<file path="src/rtl/sram_async_pkg.sv">
// Shared types and cycle-conversion helpers for the asynchronous SRAM controller.
// Assumes all timing values are non-negative nanosecond integers.
package sram_async_pkg;

    typedef enum logic [2:0] {
        ST_IDLE,
        ST_RD,
        ST_RTURN,
        ST_WR,
        ST_WHOLD
    } seq_state_e;

    // Ceiling conversion of a nanosecond minimum into clocks; zero stays zero.
    function automatic int ns_to_cyc(input int ns, input int clk_ns);
        if (ns <= 0) return 0;
        return (ns + clk_ns - 1) / clk_ns;
    endfunction

    function automatic int max2(input int a, input int b);
        return (a > b) ? a : b;
    endfunction

endpackage

</file>
<file path="src/rtl/sram_async_timer.sv">
// Down-counter that times each phase of a memory cycle.
// Assumes the sequencer loads (phase length - 1); done is high when the count is zero.
module sram_async_timer #(
    parameter int CNT_W = 2
) (
    input  logic             clk,
    input  logic             rst_n,
    input  logic             load,
    input  logic [CNT_W-1:0] load_val,
    output logic             done
);

    logic [CNT_W-1:0] cnt_q;

    // Load a new phase length or count down towards zero.
    always_ff @(posedge clk) begin
        if (!rst_n) begin
            cnt_q <= '0;
        end else if (load) begin
            cnt_q <= load_val;
        end else if (cnt_q != '0) begin
            cnt_q <= cnt_q - 1'b1;
        end
    end

    assign done = (cnt_q == '0);

    // A loaded count must reach zero one clock at a time.
    p_count_step_r10: assert property (@(posedge clk) disable iff (!rst_n)
        (!$past(load) && $past(cnt_q) != '0) |-> (cnt_q == $past(cnt_q) - 1'b1));

endmodule

</file>
<file path="src/rtl/sram_async_seq.sv">
// Cycle sequencer: walks idle -> read window -> float window, or idle -> write pulse -> hold.
// Assumes the memory strobes are registered from the next state, so pins never glitch.
module sram_async_seq #(
    parameter int RD_N   = 1,
    parameter int WR_N   = 1,
    parameter int TURN_N = 1,
    parameter int CNT_W  = 1
) (
    input  logic             clk,
    input  logic             rst_n,
    input  logic             req,
    input  logic             host_wr,
    input  logic             tmr_done,
    output logic             tmr_load,
    output logic [CNT_W-1:0] tmr_val,
    output logic             ready,
    output logic             accept,
    output logic             capture,
    output logic             mem_sel_n,
    output logic             mem_sel,
    output logic             mem_wr_n,
    output logic             mem_rd_n,
    output logic             mem_dq_oe
);
    import sram_async_pkg::*;

    localparam logic [CNT_W-1:0] RD_LD   = CNT_W'(RD_N - 1);
    localparam logic [CNT_W-1:0] WR_LD   = CNT_W'(WR_N - 1);
    localparam logic [CNT_W-1:0] TURN_LD = CNT_W'(TURN_N - 1);

    seq_state_e state_q, state_d;
    logic       sel_d;

    // Next-state and timer-load decisions.
    always_comb begin
        state_d  = state_q;
        tmr_load = 1'b0;
        tmr_val  = '0;
        capture  = 1'b0;
        case (state_q)
            ST_IDLE: begin
                if (req) begin
                    tmr_load = 1'b1;
                    if (host_wr) begin
                        state_d = ST_WR;
                        tmr_val = WR_LD;
                    end else begin
                        state_d = ST_RD;
                        tmr_val = RD_LD;
                    end
                end
            end
            ST_RD: begin
                if (tmr_done) begin
                    capture  = 1'b1;
                    state_d  = ST_RTURN;
                    tmr_load = 1'b1;
                    tmr_val  = TURN_LD;
                end
            end
            ST_RTURN: if (tmr_done) state_d = ST_IDLE;
            ST_WR:    if (tmr_done) state_d = ST_WHOLD;
            ST_WHOLD: state_d = ST_IDLE;
            default:  state_d = ST_IDLE;
        endcase
    end

    assign ready  = (state_q == ST_IDLE);
    assign accept = ready && req;
    assign sel_d  = (state_d == ST_RD) || (state_d == ST_WR) || (state_d == ST_WHOLD);

    // State register.
    always_ff @(posedge clk) begin
        if (!rst_n) state_q <= ST_IDLE;
        else        state_q <= state_d;
    end

    // Registered memory strobes decoded from the next state.
    always_ff @(posedge clk) begin
        if (!rst_n) begin
            mem_sel_n <= 1'b1;
            mem_sel   <= 1'b0;
            mem_wr_n  <= 1'b1;
            mem_rd_n  <= 1'b1;
            mem_dq_oe <= 1'b0;
        end else begin
            mem_sel_n <= !sel_d;
            mem_sel   <= sel_d;
            mem_wr_n  <= (state_d != ST_WR);
            mem_rd_n  <= (state_d != ST_RD);
            mem_dq_oe <= (state_d == ST_WR) || (state_d == ST_WHOLD);
        end
    end

    // Our drivers and the memory's drivers never overlap.
    p_no_contention_r5: assert property (@(posedge clk) disable iff (!rst_n)
        mem_dq_oe |-> mem_rd_n);

    // Drivers come on only after the read strobe was already high.
    p_turnaround_r6: assert property (@(posedge clk) disable iff (!rst_n)
        $rose(mem_dq_oe) |-> $past(mem_rd_n));

    // Drivers are released one cycle after the write edge.
    p_release_r7: assert property (@(posedge clk) disable iff (!rst_n)
        $rose(mem_wr_n) |=> !mem_dq_oe);

    // A low write strobe always has both selects and our data driven.
    p_write_enables_r4: assert property (@(posedge clk) disable iff (!rst_n)
        !mem_wr_n |-> (!mem_sel_n && mem_sel && mem_dq_oe));

    // The byte is still driven with the chip selected on the cycle after the write edge.
    p_write_hold_r4: assert property (@(posedge clk) disable iff (!rst_n)
        $rose(mem_wr_n) |-> (mem_dq_oe && !mem_sel_n));

    // Idle keeps the chip deselected and the bus released.
    p_idle_quiet_r2: assert property (@(posedge clk) disable iff (!rst_n)
        ready |-> (mem_sel_n && !mem_dq_oe));

endmodule

</file>
<file path="src/rtl/sram_async_dpath.sv">
// Address/data holding registers and read capture.
// Assumes accept and capture come from the sequencer and are single-cycle.
module sram_async_dpath #(
    parameter int ADDR_W = 17,
    parameter int DATA_W = 8
) (
    input  logic              clk,
    input  logic              rst_n,
    input  logic              accept,
    input  logic              capture,
    input  logic [ADDR_W-1:0] addr,
    input  logic [DATA_W-1:0] wdata,
    input  logic [DATA_W-1:0] mem_dq_in,
    output logic [ADDR_W-1:0] mem_addr,
    output logic [DATA_W-1:0] mem_dq_out,
    output logic [DATA_W-1:0] rdata,
    output logic              rvalid
);

    // Hold address and write byte for the whole memory cycle.
    always_ff @(posedge clk) begin
        if (!rst_n) begin
            mem_addr   <= '0;
            mem_dq_out <= '0;
        end else if (accept) begin
            mem_addr   <= addr;
            mem_dq_out <= wdata;
        end
    end

    // Sample the bus on the last read-window cycle and flag it.
    always_ff @(posedge clk) begin
        if (!rst_n) begin
            rdata  <= '0;
            rvalid <= 1'b0;
        end else begin
            rvalid <= capture;
            if (capture) rdata <= mem_dq_in;
        end
    end

    // rvalid never lasts two cycles.
    p_rvalid_pulse_r9: assert property (@(posedge clk) disable iff (!rst_n)
        rvalid |=> !rvalid);

endmodule

</file>
<file path="src/rtl/sram_async_ctl.sv">
// Top of the asynchronous SRAM controller: converts nanosecond minimums into clock
// counts and wires sequencer, phase timer and datapath together.
// Assumes CLK_NS > 0 and a host that holds its request fields while req is high.
module sram_async_ctl #(
    parameter int ADDR_W = 17,
    parameter int DATA_W = 8,
    parameter int CLK_NS = 10,
    parameter int T_AA   = 10,
    parameter int T_OE   = 5,
    parameter int T_RC   = 10,
    parameter int T_WP   = 7,
    parameter int T_AW   = 8,
    parameter int T_DW   = 5,
    parameter int T_WC   = 10,
    parameter int T_OHZ  = 4
) (
    input  logic              clk,
    input  logic              rst_n,
    input  logic              req,
    input  logic              host_wr,
    input  logic [ADDR_W-1:0] addr,
    input  logic [DATA_W-1:0] wdata,
    output logic              ready,
    output logic [DATA_W-1:0] rdata,
    output logic              rvalid,
    output logic [ADDR_W-1:0] mem_addr,
    output logic              mem_sel_n,
    output logic              mem_sel,
    output logic              mem_wr_n,
    output logic              mem_rd_n,
    output logic [DATA_W-1:0] mem_dq_out,
    output logic              mem_dq_oe,
    input  logic [DATA_W-1:0] mem_dq_in
);
    import sram_async_pkg::*;

    localparam int RD_N = max2(1, max2(max2(ns_to_cyc(T_AA, CLK_NS), ns_to_cyc(T_OE, CLK_NS)),
                                       ns_to_cyc(T_RC, CLK_NS)));
    localparam int WR_N = max2(1, max2(max2(ns_to_cyc(T_WP, CLK_NS), ns_to_cyc(T_AW, CLK_NS)),
                                       max2(ns_to_cyc(T_DW, CLK_NS), ns_to_cyc(T_WC, CLK_NS) - 1)));
    localparam int TURN_N = max2(1, ns_to_cyc(T_OHZ, CLK_NS));
    localparam int N_MAX  = max2(RD_N, max2(WR_N, TURN_N));
    localparam int CNT_W  = max2(1, $clog2(N_MAX));

    logic             tmr_load;
    logic [CNT_W-1:0] tmr_val;
    logic             tmr_done;
    logic             accept;
    logic             capture;

    sram_async_seq #(
        .RD_N   (RD_N),
        .WR_N   (WR_N),
        .TURN_N (TURN_N),
        .CNT_W  (CNT_W)
    ) u_seq (
        .clk       (clk),
        .rst_n     (rst_n),
        .req       (req),
        .host_wr   (host_wr),
        .tmr_done  (tmr_done),
        .tmr_load  (tmr_load),
        .tmr_val   (tmr_val),
        .ready     (ready),
        .accept    (accept),
        .capture   (capture),
        .mem_sel_n (mem_sel_n),
        .mem_sel   (mem_sel),
        .mem_wr_n  (mem_wr_n),
        .mem_rd_n  (mem_rd_n),
        .mem_dq_oe (mem_dq_oe)
    );

    sram_async_timer #(
        .CNT_W (CNT_W)
    ) u_timer (
        .clk      (clk),
        .rst_n    (rst_n),
        .load     (tmr_load),
        .load_val (tmr_val),
        .done     (tmr_done)
    );

    sram_async_dpath #(
        .ADDR_W (ADDR_W),
        .DATA_W (DATA_W)
    ) u_dpath (
        .clk        (clk),
        .rst_n      (rst_n),
        .accept     (accept),
        .capture    (capture),
        .addr       (addr),
        .wdata      (wdata),
        .mem_dq_in  (mem_dq_in),
        .mem_addr   (mem_addr),
        .mem_dq_out (mem_dq_out),
        .rdata      (rdata),
        .rvalid     (rvalid)
    );

    // Address must not move under a low write strobe.
    p_addr_stable_r11: assert property (@(posedge clk) disable iff (!rst_n)
        (!mem_wr_n && $past(!mem_wr_n)) |-> $stable(mem_addr));

    // No read result appears while a write is on the pins.
    p_no_rvalid_in_write_r9: assert property (@(posedge clk) disable iff (!rst_n)
        !mem_wr_n |-> !rvalid);

    // Busy means a cycle is under way: ready returns only with the bus released.
    p_busy_r8: assert property (@(posedge clk) disable iff (!rst_n)
        (!mem_rd_n || !mem_wr_n) |-> !ready);

endmodule

</file>
<file path="config.mk">
export PLATFORM = sky130hd
export DESIGN_NAME = sram_async_ctl
export DESIGN_NICKNAME = d
export VERILOG_FILES = /design/src/rtl/sram_async_pkg.sv /design/src/rtl/sram_async_timer.sv /design/src/rtl/sram_async_seq.sv /design/src/rtl/sram_async_dpath.sv /design/src/rtl/sram_async_ctl.sv
export SDC_FILE = /design/constraint.sdc
export NUM_CORES = 1
export LEC_CHECK = 0
export BUFFER_PORTS_ARGS = -buffer_cell sky130_fd_sc_hd__buf_2
export CORE_MARGIN = 4
export CORE_UTILIZATION = 40
export CTS_CLUSTER_DIAMETER = 60
export DETAILED_ROUTE_END_ITERATION = 8
export PLACE_DENSITY = 0.72
export SLEW_MARGIN = 20
export SYNTH_ARGS = -nofsm -noshare
export SYNTH_HDL_FRONTEND = slang
export SYNTH_HIERARCHICAL = 1
export SYNTH_SLANG_ARGS = --single-unit
</file>
<file path="constraint.sdc">
create_clock -name clk -period 2.3 [get_ports clk]
set_input_delay 0.46 -clock clk [delete_from_list [all_inputs] [get_ports clk]]
set_output_delay 0.46 -clock clk [all_outputs]
set_load 0.02 [all_outputs]
</file>
==> results.py <==
metrics = {
    "pwr": {
        "p_int_uw": 1160,
        "switchingPower_uw": 429,
        "seqPwrFrac": 0.523,
        "clockPowerShare": 0.265,
        "swShare": 0.270,
        "combPwrFrac": 0.212,
        "p_leak_uw": 0.000995,
        "max-vdd-ir-drop_v": 0.000421,
        "powerDensity_mw_per_mm2": 758,
    },
    "timing": {
        "min_period_ns": 1.68,
        "finalHoldViolCount": 0,
        "fin_setup_tns_ns": 0,
        "period_share": 0.729,
        "slew_violations": 0,
        "worst_slack_ns": 0.623,
        "max_freq_ghz": 0.596,
        "final-setup-viol-count": 0,
        "rsz0062_at_grt": "no",
        "finClkSkew_ns": 0.00565,
    },
    "synth": {
        "ys_seq_area_frac": 0.530,
        "synth_edf_count": 0,
        "async_flop_share": 0,
        "synth.area.top_cells": "dfxtp_1, mux2i_1, nor2b_1",
        "synthesis.instances": 143,
        "yosysMostFrequentCell": "dfxtp_1",
        "avgSynthCellArea_um2": 11.3,
        "yosysTopAreaCellShare": 0.530,
        "synth-seq-cells": 43,
        "synth_cell_type_count": 25,
        "synth_common_cells": "dfxtp_1, nor2b_1, mux2i_1",
        "yosysWarnings": 6,
        "synthesis.area_mm2": 0.00162,
        "synthesis.nets": 180,
        "synth-main-ff-cell": "dfxtp_1",
        "synth_largest_area_cell": "dfxtp_1",
    },
    "placed_design": {
        "dpl.hpwl_um": 2280,
        "globalplace.congestion": 0.701,
        "post-place-ws_ns": 0.657,
        "dpl_cell_area_mm2": 0.00202,
        "io_buffers": 76,
    },
    "worst_setup_path": {
        "worstPathRequired_ns": 2.47,
        "path_class": "reg2reg",
        "crit_path_start_kind": "register",
        "cpPeakStageDelay_ns": 0.44,
        "cp_max_fo": 20,
        "cpMaxStageDelayCell": "and2_1",
        "crit_chain": "nor3_1 -> and2_1 -> buf_12 -> mux2i_1 -> nor2b_1",
        "endpoint_kind": "register",
        "critPathArrivalTime_ns": 1.85,
    },
    "routing": {
        "routed_wl_um": 3060,
        "post_drt_wl_per_cell_um": 11.4,
        "initialDrtViolationCount": 42,
        "postRouteAntennaNets": 0,
        "drtPass1Iterations": 4,
        "drc_errors": 0,
        "vias_per_cell": 4.41,
        "vias": 1183,
    },
    "cts": {
        "cts.repair.resized": 0,
        "htreeDepth": 2,
        "hold_buffers": 0,
        "cts_buffers": 5,
        "cts_root_buf": "clkbuf_8",
        "post_cts_buffers": 0,
        "cts_tree": "yes",
        "clk_latency_ns": 0.28,
        "clock_sinks": 43,
        "clk_path_buf_depth": 2,
        "path_clk_slew_ns": 0.07,
    },
    "floorplan": {
        "rows": 22,
        "die-height_um": 71.7,
        "chipWidth_um": 71.7,
        "core_mm2": 0.00380,
        "start_util": 0.427,
        "io_pins": 77,
        "die-area_mm2": 0.00514,
    },
    "global_routing": {
        "grt_pass1_wl_um": 4930,
        "antenna_found_initial": 0,
        "grt_usage": 0.122,
        "grt_pass1_vias": 1064,
        "grt_max_degree": 22,
        "grt-ovfl-total": 0,
    },
    "hold_path": {
        "hold_class": "in2reg",
    },
    "final_layout": {
        "drive_above_1_share": 0.386,
        "syn_to_final_growth_pct": 29.0,
        "finalNetCount": 258,
        "fin_area_mm2": 0.00209,
        "diodes": 0,
        "n_fill_cell": 349,
    },
    "outcome": {
        "outcome": "finished, final reports clean",
    },
    "run": {
        "drv_cap": 0,
    },
}
## path summary, 6_finish.rpt
path	start	endpoint	slack (ns)	cells past startpoint
min reg2reg	u_dpath/mem_addr[6]	u_dpath/mem_addr[6]	0.51	2
max	u_seq/state_q[1]	u_dpath/mem_dq_out[3]	0.62	5
max reg2reg	u_seq/state_q[1]	u_dpath/mem_dq_out[3]	0.62	5
min	mem_dq_in[1]	u_dpath/rdata[1]	0.43	3
## through the flow
stage | instances | utilization | hold WS (ns) | power, uW
final | 268 | 0.551 | 0.428 | 1590
after global routing | 268 | 0.551 | 0.418 | 1680
after CTS | 268 | 0.551 | 0.421 | 1610
after detailed placement | 262 | 0.532 | 0.498 | 1190
after global placement | 262 | 0.532 | 0.491 | 1190
after floorplan | 143 | - | 0.493 | 1090
## flip-flops by register name, indices dropped and copies added (netlist names)
register,cells
u_dpath/mem_addr,17
u_dpath/mem_dq_out,8
u_dpath/rdata,8
u_seq/state_q,3
u_dpath/rvalid,1
u_seq/mem_dq_oe,1
u_seq/mem_rd_n,1
u_seq/mem_sel,1
u_seq/mem_sel_n,1
u_seq/mem_wr_n,1
u_timer/cnt_q,1
## cell type report
type	count	area, um2	area share
Timing Repair Buffer	79	415	0.198
Multi-Input combinational cell	89	673	0.322
Clock buffer	6	72.6	0.0347
Inverter	3	11.3	0.00538
Sequential cell	43	861	0.411
Tap cell	48	60.1	0.0287
## critical path: cells and delay by family (launching register included)
kind	cells	cell delay, ns
AND/OR/NAND/NOR	3	0.73
flip-flops	1	0.36
buffers and inverters	1	0.24
multiplexers	1	0.22
## routing by layer
layer	wire length [um]	global-route usage	vias up
met5	0	0	-
met4	31	0.0376	0
met3	409	0.0659	3
met2	1270	0.170	52
met1	1350	0.159	508
li1	-	-	620
## cells by family after synthesis
logic type	Yosys count	share of synthesized area
buffers and inverters	11	0.0547
AOI/OAI and AO/OA	5	0.0208
and+or+nand+nor	50	0.188
DFF	43	0.530
other	1	0.00231
muxes	33	0.204
## power by group through the flow
| stage | combinational, uW | sequential, uW | clock (uW) |
|---|---|---|---|
| detailed placement | 341 | 847 | 0 |
| finish | 336 | 831 | 420 |
| global route | 366 | 838 | 479 |
| CTS | 341 | 831 | 438 |
| global placement | 339 | 848 | 0 |
| floorplan | 178 | 913 | 0 |
## placed cells by master (no fill, tap or decap)
cell type	synthesis	final
buf_12	2	1
nor2b_1	36	36
clkbuf_1	3	1
a21oi_1	1	1
buf_4	2	2
a221oi_1	1	1
nor2_1	1	1
and2_1	3	3
and3_1	1	1
buf_2	0	76
nand3_1	1	1
clkbuf_8	0	5
nand2_1	3	3
inv_1	1	1
o21ai_1	2	2
clkinv_1	1	1
and3b_1	1	1
conb_1	1	1
nor3b_1	1	1
inv_2	1	1
or2_1	1	1
nand3b_1	1	1
nor3_1	1	1
mux2i_1	33	33
a221o_1	1	1
dfxtp_1	43	43
(Power assumes the default switching activity.)
